### src/rtl/gpio_bank_pkg.sv
package gpio_bank_pkg;

    localparam int unsigned GB_DEC_W = 8;

    localparam logic [GB_DEC_W-1:0] OFS_LEVEL    = 8'h00;
    localparam logic [GB_DEC_W-1:0] OFS_DIR      = 8'h0C;
    localparam logic [GB_DEC_W-1:0] OFS_OUT_SET  = 8'h18;
    localparam logic [GB_DEC_W-1:0] OFS_OUT_CLR  = 8'h24;
    localparam logic [GB_DEC_W-1:0] OFS_RISE     = 8'h30;
    localparam logic [GB_DEC_W-1:0] OFS_FALL     = 8'h3C;
    localparam logic [GB_DEC_W-1:0] OFS_STAT     = 8'h48;
    localparam logic [GB_DEC_W-1:0] OFS_DIR_SET  = 8'h54;
    localparam logic [GB_DEC_W-1:0] OFS_DIR_CLR  = 8'h60;
    localparam logic [GB_DEC_W-1:0] OFS_RISE_SET = 8'h6C;
    localparam logic [GB_DEC_W-1:0] OFS_RISE_CLR = 8'h78;
    localparam logic [GB_DEC_W-1:0] OFS_FALL_SET = 8'h84;
    localparam logic [GB_DEC_W-1:0] OFS_FALL_CLR = 8'h90;
    localparam logic [GB_DEC_W-1:0] OFS_MASK_SET = 8'h9C;
    localparam logic [GB_DEC_W-1:0] OFS_MASK_CLR = 8'hA8;

    typedef enum logic [3:0] {
        RS_NONE, RS_LEVEL, RS_DIR, RS_OUT_SET, RS_OUT_CLR, RS_RISE, RS_FALL,
        RS_STAT, RS_DIR_SET, RS_DIR_CLR, RS_RISE_SET, RS_RISE_CLR,
        RS_FALL_SET, RS_FALL_CLR, RS_MASK_SET, RS_MASK_CLR
    } reg_sel_e;

    function automatic reg_sel_e decode_sel(input logic [GB_DEC_W-1:0] a);
        reg_sel_e s;
        case (a)
            OFS_LEVEL:    s = RS_LEVEL;
            OFS_DIR:      s = RS_DIR;
            OFS_OUT_SET:  s = RS_OUT_SET;
            OFS_OUT_CLR:  s = RS_OUT_CLR;
            OFS_RISE:     s = RS_RISE;
            OFS_FALL:     s = RS_FALL;
            OFS_STAT:     s = RS_STAT;
            OFS_DIR_SET:  s = RS_DIR_SET;
            OFS_DIR_CLR:  s = RS_DIR_CLR;
            OFS_RISE_SET: s = RS_RISE_SET;
            OFS_RISE_CLR: s = RS_RISE_CLR;
            OFS_FALL_SET: s = RS_FALL_SET;
            OFS_FALL_CLR: s = RS_FALL_CLR;
            OFS_MASK_SET: s = RS_MASK_SET;
            OFS_MASK_CLR: s = RS_MASK_CLR;
            default:      s = RS_NONE;
        endcase
        return s;
    endfunction

endpackage

### src/rtl/gpio_sync.sv
module gpio_sync #(
    parameter int unsigned W = 32
) (
    input  logic         clk,
    input  logic         rst_n,
    input  logic [W-1:0] din,
    output logic [W-1:0] dout
);

    typedef struct packed {
        logic [W-1:0] s1;
        logic [W-1:0] s2;
    } sync_t;

    sync_t sync_d, sync_q;

    always_comb begin
        sync_d    = sync_q;
        sync_d.s1 = din;
        sync_d.s2 = sync_q.s1;
    end

    always_ff @(posedge clk or negedge rst_n) begin
        if (!rst_n) sync_q <= '0;
        else        sync_q <= sync_d;
    end

    assign dout = sync_q.s2;

endmodule

### src/rtl/gpio_edge_stat.sv
module gpio_edge_stat #(
    parameter int unsigned W = 32
) (
    input  logic         clk,
    input  logic         rst_n,
    input  logic [W-1:0] level,
    input  logic [W-1:0] rise_en,
    input  logic [W-1:0] fall_en,
    input  logic [W-1:0] clr_mask,
    output logic [W-1:0] status
);

    typedef struct packed {
        logic [W-1:0] prev;
        logic [W-1:0] stat;
    } edge_t;

    edge_t edge_d, edge_q;
    logic [W-1:0] rise_hit, fall_hit, events;

    always_comb begin
        rise_hit    = level & ~edge_q.prev & rise_en;
        fall_hit    = ~level & edge_q.prev & fall_en;
        events      = rise_hit | fall_hit;
        edge_d      = edge_q;
        edge_d.prev = level;
        // a fresh event overrides a clear in the same cycle
        edge_d.stat = (edge_q.stat & ~clr_mask) | events;
    end

    always_ff @(posedge clk or negedge rst_n) begin
        if (!rst_n) edge_q <= '0;
        else        edge_q <= edge_d;
    end

    assign status = edge_q.stat;

    // a set bit only drops when a write-1 clear targeted it
    p_sticky_r8: assert property (@(posedge clk) disable iff (!rst_n)
        1'b1 |=> (($past(edge_q.stat) & ~$past(clr_mask)) & ~edge_q.stat) == '0);

    // newly set bits must have had an enable one cycle earlier
    p_disabled_ignored_r7: assert property (@(posedge clk) disable iff (!rst_n)
        1'b1 |=> ((edge_q.stat & ~$past(edge_q.stat))
                  & ~($past(rise_en) | $past(fall_en))) == '0);

    // an enabled rising edge meeting a clear leaves the bit set
    p_event_wins_r9: assert property (@(posedge clk) disable iff (!rst_n)
        ((clr_mask & level & ~edge_q.prev & rise_en) != '0)
        |=> (edge_q.stat & $past(clr_mask & level & ~edge_q.prev & rise_en))
            == $past(clr_mask & level & ~edge_q.prev & rise_en));

endmodule

### src/rtl/gpio_bank_regs.sv
module gpio_bank_regs
    import gpio_bank_pkg::*;
#(
    parameter int unsigned W      = 32,
    parameter int unsigned ADDR_W = 8
) (
    input  logic              clk,
    input  logic              rst_n,
    input  logic [ADDR_W-1:0] bus_addr,
    input  logic              bus_we,
    input  logic [W-1:0]      bus_wdata,
    input  logic              bus_re,
    input  logic [W-1:0]      level,
    input  logic [W-1:0]      status,
    output logic [W-1:0]      bus_rdata,
    output logic [W-1:0]      dir,
    output logic [W-1:0]      outv,
    output logic [W-1:0]      rise_en,
    output logic [W-1:0]      fall_en,
    output logic [W-1:0]      route_mask,
    output logic [W-1:0]      clr_mask
);

    typedef struct packed {
        logic [W-1:0] dir;
        logic [W-1:0] outv;
        logic [W-1:0] ren;
        logic [W-1:0] fen;
        logic [W-1:0] msk;
        logic [W-1:0] rdata;
    } regs_t;

    regs_t    regs_d, regs_q;
    reg_sel_e sel;
    logic     hi_zero;
    logic     strobe_addr;

    always_comb begin
        hi_zero = (bus_addr >> GB_DEC_W) == '0;
        sel     = hi_zero ? decode_sel(bus_addr[GB_DEC_W-1:0]) : RS_NONE;
        strobe_addr = !(sel inside {RS_NONE, RS_LEVEL, RS_DIR, RS_RISE, RS_FALL, RS_STAT});
    end

    always_comb begin
        regs_d       = regs_q;
        regs_d.rdata = '0;
        if (bus_re) begin
            case (sel)
                RS_LEVEL: regs_d.rdata = level;
                RS_DIR:   regs_d.rdata = regs_q.dir;
                RS_RISE:  regs_d.rdata = regs_q.ren;
                RS_FALL:  regs_d.rdata = regs_q.fen;
                RS_STAT:  regs_d.rdata = status;
                default:  regs_d.rdata = '0;
            endcase
        end
        if (bus_we) begin
            case (sel)
                RS_OUT_SET:  regs_d.outv = regs_q.outv | bus_wdata;
                RS_OUT_CLR:  regs_d.outv = regs_q.outv & ~bus_wdata;
                RS_DIR_SET:  regs_d.dir  = regs_q.dir | bus_wdata;
                RS_DIR_CLR:  regs_d.dir  = regs_q.dir & ~bus_wdata;
                RS_RISE_SET: regs_d.ren  = regs_q.ren | bus_wdata;
                RS_RISE_CLR: regs_d.ren  = regs_q.ren & ~bus_wdata;
                RS_FALL_SET: regs_d.fen  = regs_q.fen | bus_wdata;
                RS_FALL_CLR: regs_d.fen  = regs_q.fen & ~bus_wdata;
                RS_MASK_SET: regs_d.msk  = regs_q.msk | bus_wdata;
                RS_MASK_CLR: regs_d.msk  = regs_q.msk & ~bus_wdata;
                default: ;
            endcase
        end
    end

    always_ff @(posedge clk or negedge rst_n) begin
        if (!rst_n) regs_q <= '0;
        else        regs_q <= regs_d;
    end

    assign clr_mask   = (bus_we && sel == RS_STAT) ? bus_wdata : '0;
    assign bus_rdata  = regs_q.rdata;
    assign dir        = regs_q.dir;
    assign outv       = regs_q.outv;
    assign rise_en    = regs_q.ren;
    assign fall_en    = regs_q.fen;
    assign route_mask = regs_q.msk;

    // every bit written to the direction-set address is an output afterwards
    p_dir_set_r3: assert property (@(posedge clk) disable iff (!rst_n)
        (bus_we && sel == RS_DIR_SET) |=> (regs_q.dir & $past(bus_wdata)) == $past(bus_wdata));

    // bits written to the output-clear address are low afterwards
    p_out_clr_r2: assert property (@(posedge clk) disable iff (!rst_n)
        (bus_we && sel == RS_OUT_CLR) |=> (regs_q.outv & $past(bus_wdata)) == '0);

    // set/clear addresses read back as zero
    p_strobe_read_zero_r12: assert property (@(posedge clk) disable iff (!rst_n)
        (bus_re && strobe_addr) |=> bus_rdata == '0);

    // a write to the read-only direction offset changes nothing
    p_ro_dir_r12: assert property (@(posedge clk) disable iff (!rst_n)
        (bus_we && sel == RS_DIR) |=> $stable(regs_q.dir));

    // mask-set bits are routed afterwards
    p_mask_set_r10: assert property (@(posedge clk) disable iff (!rst_n)
        (bus_we && sel == RS_MASK_SET) |=> (regs_q.msk & $past(bus_wdata)) == $past(bus_wdata));

endmodule

### src/rtl/gpio_edge_bank.sv
module gpio_edge_bank #(
    parameter int unsigned NPINS  = 32,
    parameter int unsigned ADDR_W = 8
) (
    input  logic              clk,
    input  logic              rst_n,
    input  logic [ADDR_W-1:0] bus_addr,
    input  logic              bus_we,
    input  logic [NPINS-1:0]  bus_wdata,
    input  logic              bus_re,
    output logic [NPINS-1:0]  bus_rdata,
    input  logic [NPINS-1:0]  pin_in,
    output logic [NPINS-1:0]  pin_oe,
    output logic [NPINS-1:0]  pin_out,
    output logic              irq
);

    logic [NPINS-1:0] level_w, status_w, rise_w, fall_w, mask_w, clr_w;

    gpio_sync #(.W(NPINS)) u_sync (
        .clk  (clk),
        .rst_n(rst_n),
        .din  (pin_in),
        .dout (level_w)
    );

    gpio_edge_stat #(.W(NPINS)) u_edge (
        .clk     (clk),
        .rst_n   (rst_n),
        .level   (level_w),
        .rise_en (rise_w),
        .fall_en (fall_w),
        .clr_mask(clr_w),
        .status  (status_w)
    );

    gpio_bank_regs #(.W(NPINS), .ADDR_W(ADDR_W)) u_regs (
        .clk       (clk),
        .rst_n     (rst_n),
        .bus_addr  (bus_addr),
        .bus_we    (bus_we),
        .bus_wdata (bus_wdata),
        .bus_re    (bus_re),
        .level     (level_w),
        .status    (status_w),
        .bus_rdata (bus_rdata),
        .dir       (pin_oe),
        .outv      (pin_out),
        .rise_en   (rise_w),
        .fall_en   (fall_w),
        .route_mask(mask_w),
        .clr_mask  (clr_w)
    );

    assign irq = |(status_w & mask_w);

    // the interrupt needs some latched edge behind it
    p_irq_source_r11: assert property (@(posedge clk) disable iff (!rst_n)
        irq |-> (status_w != '0));

    // with nothing routed the interrupt stays low
    p_irq_masked_r11: assert property (@(posedge clk) disable iff (!rst_n)
        (mask_w == '0) |-> !irq);

endmodule

### config.mk
export PLATFORM = sky130hd
export DESIGN_NAME = gpio_edge_bank
export DESIGN_NICKNAME = d
export VERILOG_FILES = /design/src/rtl/gpio_bank_pkg.sv /design/src/rtl/gpio_sync.sv /design/src/rtl/gpio_edge_stat.sv /design/src/rtl/gpio_bank_regs.sv /design/src/rtl/gpio_edge_bank.sv
export SDC_FILE = /design/constraint.sdc
export NUM_CORES = 1
export LEC_CHECK = 0
export BUFFER_PORTS_ARGS = -buffer_cell sky130_fd_sc_hd__buf_2
export CAP_MARGIN = 25
export CORE_MARGIN = 2
export CORE_UTILIZATION = 60
export CTS_BUF_LIST = sky130_fd_sc_hd__clkbuf_16
export CTS_CLUSTER_DIAMETER = 40
export CTS_CLUSTER_SIZE = 16
export DETAILED_ROUTE_END_ITERATION = 10
export GPL_TIMING_DRIVEN = 0
export PLACE_DENSITY = 0.79
export SLEW_MARGIN = 20
export SYNTH_ARGS = -nofsm -noshare
export SYNTH_HDL_FRONTEND = slang
export SYNTH_HIERARCHICAL = 1
export SYNTH_SLANG_ARGS = --single-unit
### constraint.sdc
create_clock -name clk -period 5.4 [get_ports clk]
set_clock_uncertainty 0.2 [all_clocks]
set_input_delay 1.08 -clock clk [delete_from_list [all_inputs] [get_ports clk]]
set_output_delay 1.08 -clock clk [all_outputs]
set_load 0.05 [all_outputs]
==> Yosys cells after proc, flatten, opt, wreduce, memory -nomap -nowiden <==
Index checks and enable logic that the tools add are counted.
{ "totals": {"register_bits": 320, "in_bits": 76, "output_inout_bits": 97, "elab_cells": 83} }
{ "op_classes": {"eq_ne": 29, "n_mux": 9, "n_bitwise": 22, "reduce_logical": 13} }
{ "op_table": {"columns": ["operator", "n"], "rows": [
  ["32-bit bitwise AND", 11],
  ["32-bit one-hot mux with 2 select lines", 5],
  ["32-bit OR", 7],
  ["32-bit one-hot mux with 5 select lines", 1],
  ["32-bit NOT", 4],
  ["32-bit two-way mux", 2],
  ["4-bit one-hot mux with 15 select lines", 1],
  ["8-bit by 7-bit equality test with 1-bit output (second input constant)", 5],
  ["4-bit equality test (second input constant)", 8],
  ["8-bit equality test (second input constant)", 4],
  ["32-bit OR reduction", 1],
  ["8-bit by 6-bit equality test with 1-bit output (second input constant)", 3],
  ["4-bit by 3-bit equality test with 1-bit output (second input constant)", 4],
  ["2-bit AND reduction", 5],
  ["2-bit nonzero test", 5],
  ["4-bit by 2-bit equality test with 1-bit output (second input constant)", 2],
  ["8-bit by 4-bit equality test with 1-bit output (second input constant)", 1],
  ["8-bit by 5-bit equality test with 1-bit output (second input constant)", 1],
  ["8-bit zero test", 1],
  ["4-bit by 1-bit equality test with 1-bit output (second input constant)", 1],
  ["1-bit logical AND", 1]
]} }

==> Longest topological paths before layout <==
Gate-level depths: netlist of run 1.
{ "logic_depth": {"word_depth": 8, "mapped_depth": 8, "mapped_depth_nobuf": 5} }

==> Cells and area by module <==
The synthesis of run 1 kept the hierarchy.
{ "by_module_without_submodules": {"columns": ["mod", "instances", "cells_per_inst", "area_each_um2", "seq_area_each_um2"], "rows": [
  ["gpio_bank_regs", 1, 850, 9038.7, 4804.6],
  ["gpio_edge_stat", 1, 224, 2802.7, 1601.5],
  ["gpio_sync", 1, 64, 1601.5, 1601.5],
  ["gpio_edge_bank", 1, 21, 157.7, 0.0]
]} }

==> Worst setup path after synthesis of run 1 <==
Ideal clock, no wire load.
{ "synth_path": {"kind": "reg2out", "from": "reg u_edge.edge_q (netlist bit u_edge/status[0])", "to": "out irq", "t_arrival_ns": 1.516, "path_slack_ns": 2.604, "stages_incl_launch_ff": 5, "n_path_buf": 1, "cell_sequence": "dfrtp_1 buf_4 a22oi_1 nand4_1 or4_1"} }
{ "synth_via": {"elab_chain_cells": 2} }
{ "synth_rtl": {"columns": ["item", "line_no", "rtl"], "rows": [
  ["start, declared", "gpio_edge_stat.sv:18", "edge_t edge_d, edge_q;"],
  ["start signal, assigned", "gpio_edge_stat.sv:33", "else edge_q <= edge_d;"],
  ["32-bit bitwise AND", "gpio_edge_bank.sv:55", "assign irq = |(status_w & mask_w);"],
  ["32-bit OR reduction", "gpio_edge_bank.sv:55", null],
  ["end, declared", "gpio_edge_bank.sv:15", "output logic irq"]
]} }
No other way between the ends.

==> Final worst setup path of run 1 <==
{ "layout_path": {"from": "reg u_edge.edge_q (netlist bit u_edge/status[17])", "to": "out irq"} }
The elaborated chain is that of the path after synthesis.

==> results of run 1 <==
[cell families (layout without fill, tap and decap cells)]
logic type             count (synthesis)  count (layout)  synth area share, %
AO/OA/AOI/OAI                        499             499                 26.3
buffers and inverters                155             402                 6.11
multiplexers                           3               3                0.248
flip-flops                           320             320                 58.9
XOR/XNOR                               2               2                0.129
AND/OR/NAND/NOR                      180             180                 8.37
[metal layers]
metal | up-vias | part of all wire [%] | global-route usage, %
met3 | 140 | 11 | 7.82
met2 | 747 | 46 | 54.0
met4 | 0 | 4.1 | 14.4
li1 | 4825 | - | -
met5 | - | 0 | 0
met1 | 5677 | 38 | 47.1
[report_power, final]
part / internal (W) / switching [W] / total, W
Sequential: 0.00255 / 0.000119 / 0.00266
Clock: 0.00157 / 0.00109 / 0.00266
Combinational: 0.000199 / 0.000496 / 0.000695
[through the flow]
stage	hold WS (ns)	TNS [ns]	util, %	worst slack, ns
floorplan	0.131	0	-	2.60
global placement	0.133	-923.71	66.0	-2.90
detailed placement	0.135	0	66.5	1.77
CTS	0.148	0	72.5	1.75
global route	0.155	0	72.5	1.64
finish	0.145	0	72.5	1.69
[how the worst max path moves through the flow]
stage / from / end / depth (start not counted)
6_report: u_edge/status[17]$_DFF_PN0_ / irq / 5
5_1_grt: u_edge/status[17]$_DFF_PN0_ / irq / 5
4_1_cts: u_edge/status[17]$_DFF_PN0_ / irq / 5
3_5_place_dp: bus_addr[5] / u_regs/bus_rdata[23]$_DFF_PN0_ / 8
3_3_place_gp: rst_n / u_sync/sync_d[16]$_DFF_PN0_ / 1
2_1_floorplan: u_edge/status[0]$_DFF_PN0_ / irq / 4
[worst max-delay path, delay by kind of cell (launching register included)]
kind	cells	cell delay (ns)
flops	1	0.38
simple gates	2	0.79
buf+inv	2	0.40
compound gates	1	0.33
[placed cells by master (no fill, tap or decap), types with 3 or more instances in the layout]
| cell | instances |
|---|---|
| nand4_1 | 7 |
| buf_16 | 4 |
| buf_2 | 196 |
| clkinv_2 | 4 |
| a22oi_1 | 79 |
| a31oi_4 | 10 |
| clkinv_4 | 5 |
| clkbuf_1 | 80 |
| dfrtp_1 | 320 |
| and3_1 | 37 |
| clkbuf_16 | 43 |
| nand3b_1 | 32 |
| clkinv_1 | 5 |
| buf_6 | 10 |
| a21boi_1 | 31 |
| inv_6 | 4 |
| and2_1 | 4 |
| o211ai_2 | 32 |
| a22o_1 | 33 |
| inv_8 | 3 |
| nand2_1 | 34 |
| a21oi_1 | 128 |
| buf_4 | 34 |
| clkinvlp_4 | 8 |
| a31oi_1 | 177 |
| nand3_1 | 4 |
| nor2_1 | 7 |
| nand2b_1 | 34 |
[cell type report]
cell class                      count  area (sq um)  area share [%]
Multi-Input combinational cell    684          4760            29.3
Inverter                            2          7.51          0.0461
Timing Repair Buffer              173           966            5.94
Clock buffer                       43          1080            6.61
Tap cell                          285           357            2.19
Buffer                            153           823            5.06
Clock inverter                     31           272            1.67
Sequential cell                   320          8010            49.2
==> impl_results.md, run 1 <==
- Status: finished clean
- Final std cells w/o fill: 1691
- Source of the worst register-to-register timing path: u_sync/dout[11]$_DFF_PN0_
- RSZ-0062 raised after global routing: no
- WL final: 41000 um
- Postcts setup bufs: 0
- CP arrival: 2.43 ns
- Placed Area: 0.0149 sq mm
- CP max stage delay: 0.57 ns
- DP HPWL: 26600 um
- Hold_sp: u_sync/sync_d[4]$_DFF_PN0_
- Hold path cells: 0
- Port Buffer Count: 169
- Max rail drop VDD: 0.000305 V
- Average wire per cell in the routed design: 24.3 um
- Synth top area cells: dfrtp_1 59%, a31oi_1 8.1%, a21oi_1 4.7%
- Worst EP required: 4.12 ns
- Gr ovfl total: 0
- Clock tree buffer depth: 3
- Fraction of registers with async set/reset: 100%
- Synth top cells by count: 320 x dfrtp_1, 177 x a31oi_1, 128 x a21oi_1
- Layout fillers: 1583
- Yosys cell types: 49
- Num Clock Sinks: 320
- End of the worst hold path: u_sync/dout[4]$_DFF_PN0_
- CP cell instances: buf_4 > a22oi_1 > nand4_1 > or4_1 > buf_2
- Largest net degree at the start of global routing: 72
- Vias per cell: 6.74
- Final period utilization: 68.6%
- Worst-Skew Late Latency: 0.53 ns
- R2r setup slk: 3.91 ns
- Tot GR Track Use: 34.5%
- # DRC: 0
- Synthesized netlist cell count: 1159
- Register-to-Register Path Depth: 4
- Synthesis-to-finish area growth: 19.6%
- Synthesis-stage register bit count: 320
- H-tree depth: 2
- Top_reg_cell synth: dfrtp_1
- Reg-to-Reg End: u_regs/bus_rdata[11]$_DFF_PN0_
- Initial antenna violation count: 0
- Sequential fraction of the synthesis area: 58.9%
- Post-DRT Antenna Nets: 0
- Die W: 155 um
- CTS tree: built
- Biggest area consumer among synthesized cells: dfrtp_1
- Router iterations before antenna repair: 6
- Static leakage: 7.39 nW
- Final Cell Area: 0.0163 sq mm
- CTS buffer count: 41
- Syn nets: 1235
- Worst-path clk slew: 0.07 ns
- Post-Syn Area: 0.0136 sq mm
- Global-route wire length before repair: 63300 um
- # diodes: 0
- CP max stage cell: or4_1
- Final min period: 3.71 ns
- Slew Limit Fails: 0
- Crit path capture type: output pin
- Final GP Congestion: 0.959
- Post-synthesis average cell area: 11.7 sq um
- Max-slew headroom: 46.1%
- Synthesis Warnings: 6
- CORE AREA: 0.0224 sq mm
- Vias in the first global route: 11200
- WS Path Type: flip-flop to output pin
- HP Class: flip-flop to flip-flop
- DIE HEIGHT: 155 um
- Pwr dens: 370 mW/mm^2
- Full die area: 0.0239 sq mm
- Peak Freq: 270 MHz
- Hold Violations, Final: 0
- DR iter-0 viols: 1375
- Initial core utilization: 60.6%
- Clk root buf: clkbuf_16
- Post-CTS Resized: 0
- DP Cell Count: 1617
- Type of origin of the critical path: flip-flop
- Setup violators final: 0
- Tot Pwr: 0.00602 W
- Vias: 11400
- Most instantiated library cell after synthesis: dfrtp_1
- Max_cap viols: 0
- Cell Rows: 55
- Area share of the leading cell type in the synthesized netlist: 58.9%
- CTS Hold Bufs: 0
- Proportion of layout cells with a drive suffix above 1: 26.2%
- Post-synth EDFFs: 0
- CP max FO: 2
- IO Pins: 173
- Nets: 1451
- Slew at the pin with the worst max-slew slack: 0.809 ns
Power figures use the tool's default switching activity.
==> inputs of run 2 (changes only) <==
--- a/config.mk
+++ b/config.mk
@@ -8,13 +8,13 @@
 export BUFFER_PORTS_ARGS = -buffer_cell sky130_fd_sc_hd__buf_2
 export CAP_MARGIN = 25
 export CORE_MARGIN = 2
-export CORE_UTILIZATION = 60
+export CORE_UTILIZATION = 52
 export CTS_BUF_LIST = sky130_fd_sc_hd__clkbuf_16
 export CTS_CLUSTER_DIAMETER = 40
 export CTS_CLUSTER_SIZE = 16
 export DETAILED_ROUTE_END_ITERATION = 10
 export GPL_TIMING_DRIVEN = 0
-export PLACE_DENSITY = 0.79
+export PLACE_DENSITY = 0.73
 export SLEW_MARGIN = 20
 export SYNTH_ARGS = -nofsm -noshare
 export SYNTH_HDL_FRONTEND = slang
==> constraint.sdc (replaced) <==
create_clock -name clk -period 3.2 [get_ports clk]
set_clock_uncertainty 0.2 [all_clocks]
set_input_delay 0.64 -clock clk [delete_from_list [all_inputs] [get_ports clk]]
set_output_delay 0.64 -clock clk [all_outputs]
set_load 0.05 [all_outputs]
==> run 2 against run 1 <==
Compared with the run above:
- combinational power rose by 70%
- final area grew 2.0%
- non-clock buffer count up 16
- critical path depth did not move
- global-route usage fell by 4.9 points
- core utilization shrank 8.3 points
- worst hold slack got worse by 0.13 ns
- die area grew 15%
- sequential power rose by 69%
- clock power is 79% higher
- via count is 0.68% lower
==> impl_results.md, run 2 (synthesis gave the netlist of run 1 again) <==
- Status: finished clean
- DP Cell Count: 1666
- Initial antenna violation count: 2
- CTS tree: built
- Max-slew headroom: 34.0%
- HP Class: input port to flip-flop
- Gr ovfl total: 0
- Layout fillers: 2060
- Slew Limit Fails: 0
- # diodes: 0
- Vias: 11300
- Router iterations before antenna repair: 5
- Largest net degree at the start of global routing: 102
- IO Pins: 173
- Hold Violations, Final: 0
- Type of origin of the critical path: flip-flop
- RSZ-0062 raised after global routing: no
- Synthesis-to-finish area growth: 22.0%
- CP cell instances: buf_4 > a22oi_2 > nand4_1 > or4_4 > buf_2
- Proportion of layout cells with a drive suffix above 1: 26.2%
- Clk root buf: clkbuf_16
- Pwr dens: 630 mW/mm^2
- Setup violators final: 0
- Max_cap viols: 0
- Final period utilization: 98.2%
- WL final: 41200 um
- WHS: 0.0134 ns
- DP HPWL: 26900 um
- Clock tree buffer depth: 3
- WS Path Type: flip-flop to output pin
- H-tree depth: 2
- DR iter-0 viols: 1356
- Num Clock Sinks: 320
- Average wire per cell in the routed design: 23.4 um
- Initial core utilization: 52.6%
- Worst-Skew Late Latency: 0.54 ns
- Worst EP required: 2.36 ns
- Crit path capture type: output pin
- Port Buffer Count: 169
- Final min period: 3.14 ns
- Commonest non-fill, non-tap cell in the layout: dfrtp_1
- Die W: 166 um
- CP max stage cell: or4_4
- Postcts setup bufs: 0
- # DRC: 0
- DIE HEIGHT: 166 um
- Setup TNS: 0 ns
- Cell Rows: 59
- Tot GR Track Use: 29.6%
- Final GP Congestion: 0.888
- Worst-path clk slew: 0.07 ns
- Max rail drop VDD: 0.000524 V
- Slew at the pin with the worst max-slew slack: 0.988 ns
- CP max stage delay: 0.55 ns
- Global-route wire length before repair: 63900 um
- Full die area: 0.0275 sq mm
- Post-DRT Antenna Nets: 0
- Vias in the first global route: 11100
- Vias per cell: 6.41
- Most frequent cells in the layout: 320 x dfrtp_1, 196 x buf_2, 177 x a31oi_1
- CP max FO: 2
- CTS buffer count: 44
- Nets: 1470
- Peak Freq: 318 MHz
- CORE AREA: 0.0258 sq mm
- Static leakage: 7.52 nW
- CP arrival: 2.30 ns
- Final std cells w/o fill: 1764
==> run 2: cell types whose count changed in the layout (fill, tap and decap cells not counted), sizes merged <==
cell         delta
buf             -1
dlygate4sd3    +17
clkbuf          +1
clkinv          -2
clkinvlp        -3
inv            +11
==> run 2: power by group <==
| group | total [W] | leakage [nW] | internal (W) | switching, W |
|---|---|---|---|---|
| combinational | 0.00118 | 2.78 | 0.000349 | 0.000833 |
| sequential | 0.00450 | 4.03 | 0.00429 | 0.000203 |
| clock | 0.00477 | 0.708 | 0.00278 | 0.00199 |
==> run 2: layout make-up <==
cell class / instances / area [sq um] / area share, %
buffer: 153 / 823 / 4.96
clock buffer: 44 / 1100 / 6.64
clock inverter: 37 / 352 / 2.12
inverter: 2 / 7.51 / 0.0452
multi-input combinational: 684 / 4780 / 28.8
sequential: 320 / 8010 / 48.3
tap: 335 / 419 / 2.53
timing repair buffer: 189 / 1110 / 6.68
==> run 2: path summary, 6_finish.rpt <==
kind	start	end	slack, ns	depth (start not counted)
setup / recovery	u_edge/status[17]$_DFF_PN0_	irq	0.06	5
setup reg to reg	u_sync/dout[11]$_DFF_PN0_	u_regs/bus_rdata[11]$_DFF_PN0_	1.63	4
hold / removal	pin_in[9]	u_sync/sync_d[9]$_DFF_PN0_	0.01	1
min in group asynchronous	rst_n	u_sync/dout[6]$_DFF_PN0_	0.42	2
hold reg to reg	u_sync/sync_d[29]$_DFF_PN0_	u_sync/dout[29]$_DFF_PN0_	0.14	0
max in group asynchronous	rst_n	u_sync/dout[19]$_DFF_PN0_	1.18	4
==> run 2: layer usage <==
layer	GRT usage [%]	share of wire, %	up-vias
met2	45.5	46	675
met5	0	0.051	-
met4	12.1	3.6	4
li1	-	-	4872
met1	40.4	40	5653
met3	7.55	11	108
==> run 2: worst max-delay path: cells and delay by family, from the launching register on <==
family / cells / cell delay (ns)
and+or+nand+nor: 2 / 0.75
AOI/OAI and AO/OA: 1 / 0.24
buffers and inverters: 2 / 0.39
DFF: 1 / 0.38
==> run 2: per-stage QoR <==
| step | setup WS [ns] | utilization [%] | power [W] | instance area [sq um] |
|---|---|---|---|---|
| after global placement | -4.75 | 57.5 | 0.00567 | 14900 |
| final | 0.0592 | 64.2 | 0.0104 | 16600 |
| after floorplan | 0.844 | - | 0.00527 | 13600 |
| after detailed placement | 0.0557 | 57.9 | 0.00571 | 15000 |
| after global routing | 0.0179 | 64.2 | 0.0108 | 16600 |
| after CTS | 0.0426 | 64.2 | 0.0105 | 16600 |
==> run 2: what timing repair did <==
item	CTS	global route
hold buffers	17	0
setup endpoints to repair	1	1
pin swaps	1	0
cloned	0	0
gates resized for setup	2	1
hold endpoints to repair	69	0
==> inputs of run 3 (changes only) <==
--- a/config.mk
+++ b/config.mk
@@ -5,16 +5,15 @@
 export SDC_FILE = /design/constraint.sdc
 export NUM_CORES = 1
 export LEC_CHECK = 0
-export BUFFER_PORTS_ARGS = -buffer_cell sky130_fd_sc_hd__buf_2
 export CAP_MARGIN = 25
 export CORE_MARGIN = 2
-export CORE_UTILIZATION = 52
+export CORE_UTILIZATION = 40
 export CTS_BUF_LIST = sky130_fd_sc_hd__clkbuf_16
 export CTS_CLUSTER_DIAMETER = 40
 export CTS_CLUSTER_SIZE = 16
 export DETAILED_ROUTE_END_ITERATION = 10
-export GPL_TIMING_DRIVEN = 0
-export PLACE_DENSITY = 0.73
+export DONT_BUFFER_PORTS = 1
+export PLACE_DENSITY = 0.53
 export SLEW_MARGIN = 20
 export SYNTH_ARGS = -nofsm -noshare
 export SYNTH_HDL_FRONTEND = slang
==> run 3 against run 2 <==
Compared with the run above:
- the run now ends with hold timing left
- worst hold slack worse by 0.43 ns
- first-iteration DRC count down 33%
- sequential cell count unchanged
- count of clock-buffer cells in the layout up 5
- sequential power up 8.9%
- critical path depth down 2
- die area up 29%
- fmax up 2.6%
- wire length up 7.4%
- cell count down 6.9%
- critical path type unchanged
- critical endpoint unchanged
==> impl_results.md, run 3 (synthesis gave the netlist of run 1 again) <==
- Initial core utilization: 40.6%
- Static leakage: 6.76 nW
- Max_cap viols: 0
- Gr ovfl total: 0
- Initial antenna violation count: 0
- Failing checks: hold timing
- Type of origin of the critical path: flip-flop
- Pwr dens: 677 mW/mm^2
- Worst-path clk slew: 0.06 ns
- CP startpoint: u_edge/status[9]$_DFF_PN0_
- Vias: 10300
- Placed Area: 0.0137 sq mm
- DR iter-0 viols: 911
- Crit path capture type: output pin
- IO Pins: 173
- CORE AREA: 0.0335 sq mm
- Vias in the first global route: 10400
- WS Path Type: flip-flop to output pin
- Nets: 1232
- Num Clock Sinks: 320
- Max-slew headroom: 34.8%
- Clk root buf: clkbuf_16
- Cell Rows: 67
- DIE HEIGHT: 188 um
- Tot GR Track Use: 25.1%
- Final min period: 3.06 ns
- Slew at the pin with the worst max-slew slack: 0.978 ns
- Port Buffer Count: 0
- Layout fillers: 3004
- Max rail drop VDD: 0.000372 V
- Commonest non-fill, non-tap cell in the layout: dfrtp_1
- Final Cell Area: 0.0160 sq mm
- DP HPWL: 24400 um
- CTS Hold Bufs: 66
- Worst EP required: 2.36 ns
- Postcts setup bufs: 0
- Clock tree buffer depth: 3
- DP Cell Count: 1487
- CP max FO: 3
- # diodes: 0
- Global-route wire length before repair: 67900 um
- Die W: 188 um
- Slew Limit Fails: 0
- Full die area: 0.0355 sq mm
- Largest net degree at the start of global routing: 321
- Final GP Congestion: 0.789
- Final period utilization: 95.6%
- WHS: -0.419 ns
- Synthesis-to-finish area growth: 17.9%
- H-tree depth: 2
- Vias per cell: 6.28
- Peak Freq: 327 MHz
- HP Class: input port to async pin
- Setup TNS: 0 ns
- Post-DRT Antenna Nets: 0
- Status: complete, but fails checks
- Final core occ: 47.8%
- Setup violators final: 0
- Final WS setup: 0.140 ns
- # DRC: 0
- Hold Violations, Final: 320
- Worst-Skew Late Latency: 0.58 ns
- Proportion of layout cells with a drive suffix above 1: 14.7%
- Final std cells w/o fill: 1642
- CP arrival: 2.22 ns
- CTS buffer count: 49
- Router iterations before antenna repair: 7
- CTS tree: built
- Most frequent cells in the layout: 320 x dfrtp_1, 177 x a31oi_1, 128 x a21oi_1
- WL final: 44300 um
- Worst slack, placed: 0.122 ns
- Average wire per cell in the routed design: 27.0 um
- RSZ-0062 raised after global routing: no
## run 3: cell types whose count changed in the layout (fill, tap and decap cells not counted), moves of 4 or more
cell	previous run	this run
inv_8	6	0
clkinv_2	3	7
bufinv_16	2	8
buf_2	196	0
clkbuf_16	44	49
buf_4	34	28
buf_6	10	0
inv_1	4	8
buf_12	0	6
dlygate4sd3_1	17	65
clkbuf_1	80	0
## run 3: power by group
group	internal (W)	switching, W	leakage (nW)
Combinational	0.000249	0.000266	1.89
Sequential	0.00429	0.000609	4.03
Clock	0.00346	0.00200	0.836
## run 3: path summary, 6_finish.rpt
check	endpoint	slack, ns	depth (start not counted)
max in group asynchronous	u_sync/sync_d[9]$_DFF_PN0_	2.42	0
worst min-delay path	u_sync/dout[6]$_DFF_PN0_	-0.42	0
min in group clk	u_regs/bus_rdata[3]$_DFF_PN0_	0.03	1
worst max-delay path	irq	0.14	3
worst max register to register	u_regs/bus_rdata[11]$_DFF_PN0_	1.42	3
worst min register to register	u_sync/dout[14]$_DFF_PN0_	0.14	0
## run 3: metal layers
metal	part of all wire [%]	routed length, um	global-route usage [%]	up-vias
met2	47	20900	40.2	533
met1	42	18400	33.6	5304
li1	-	-	-	4384
met3	8.9	3940	6.54	87
met4	2.4	1040	7.87	0
met5	0	0	0	-
## run 3: repair_timing
item | 4_1_cts | 5_1_grt
resized for setup | 1 | 0
setup endpoints to repair | 1 | 0
endpoints found under the hold margin | 513 | 320
## run 3: worst max-delay path: stages (launching register included)
cell and delay (ns):
dfrtp_1 0.41, a22oi_1 0.39, nand4_1 0.17, or4_4 0.67
## run 3: per-stage QoR
step / power [W] / hold slack [ns]
after CTS: 0.0110 / -0.460
after detailed placement: 0.00535 / 0.135
after global routing: 0.0112 / -0.444
after global placement: 0.00534 / 0.134
after floorplan: 0.00527 / 0.131
final: 0.0109 / -0.419
## run 3: final cells by class
class                           instances  area (sq um)  share of cell area (%)
Clock buffer                           49          1230                    7.64
Sequential cell                       320          8010                    49.9
Timing Repair Buffer                   99           981                    6.12
Multi-Input combinational cell        684          4820                    30.0
Inverter                                2          7.51                  0.0468
Tap cell                              448           561                    3.49
Clock inverter                         40           440                    2.75
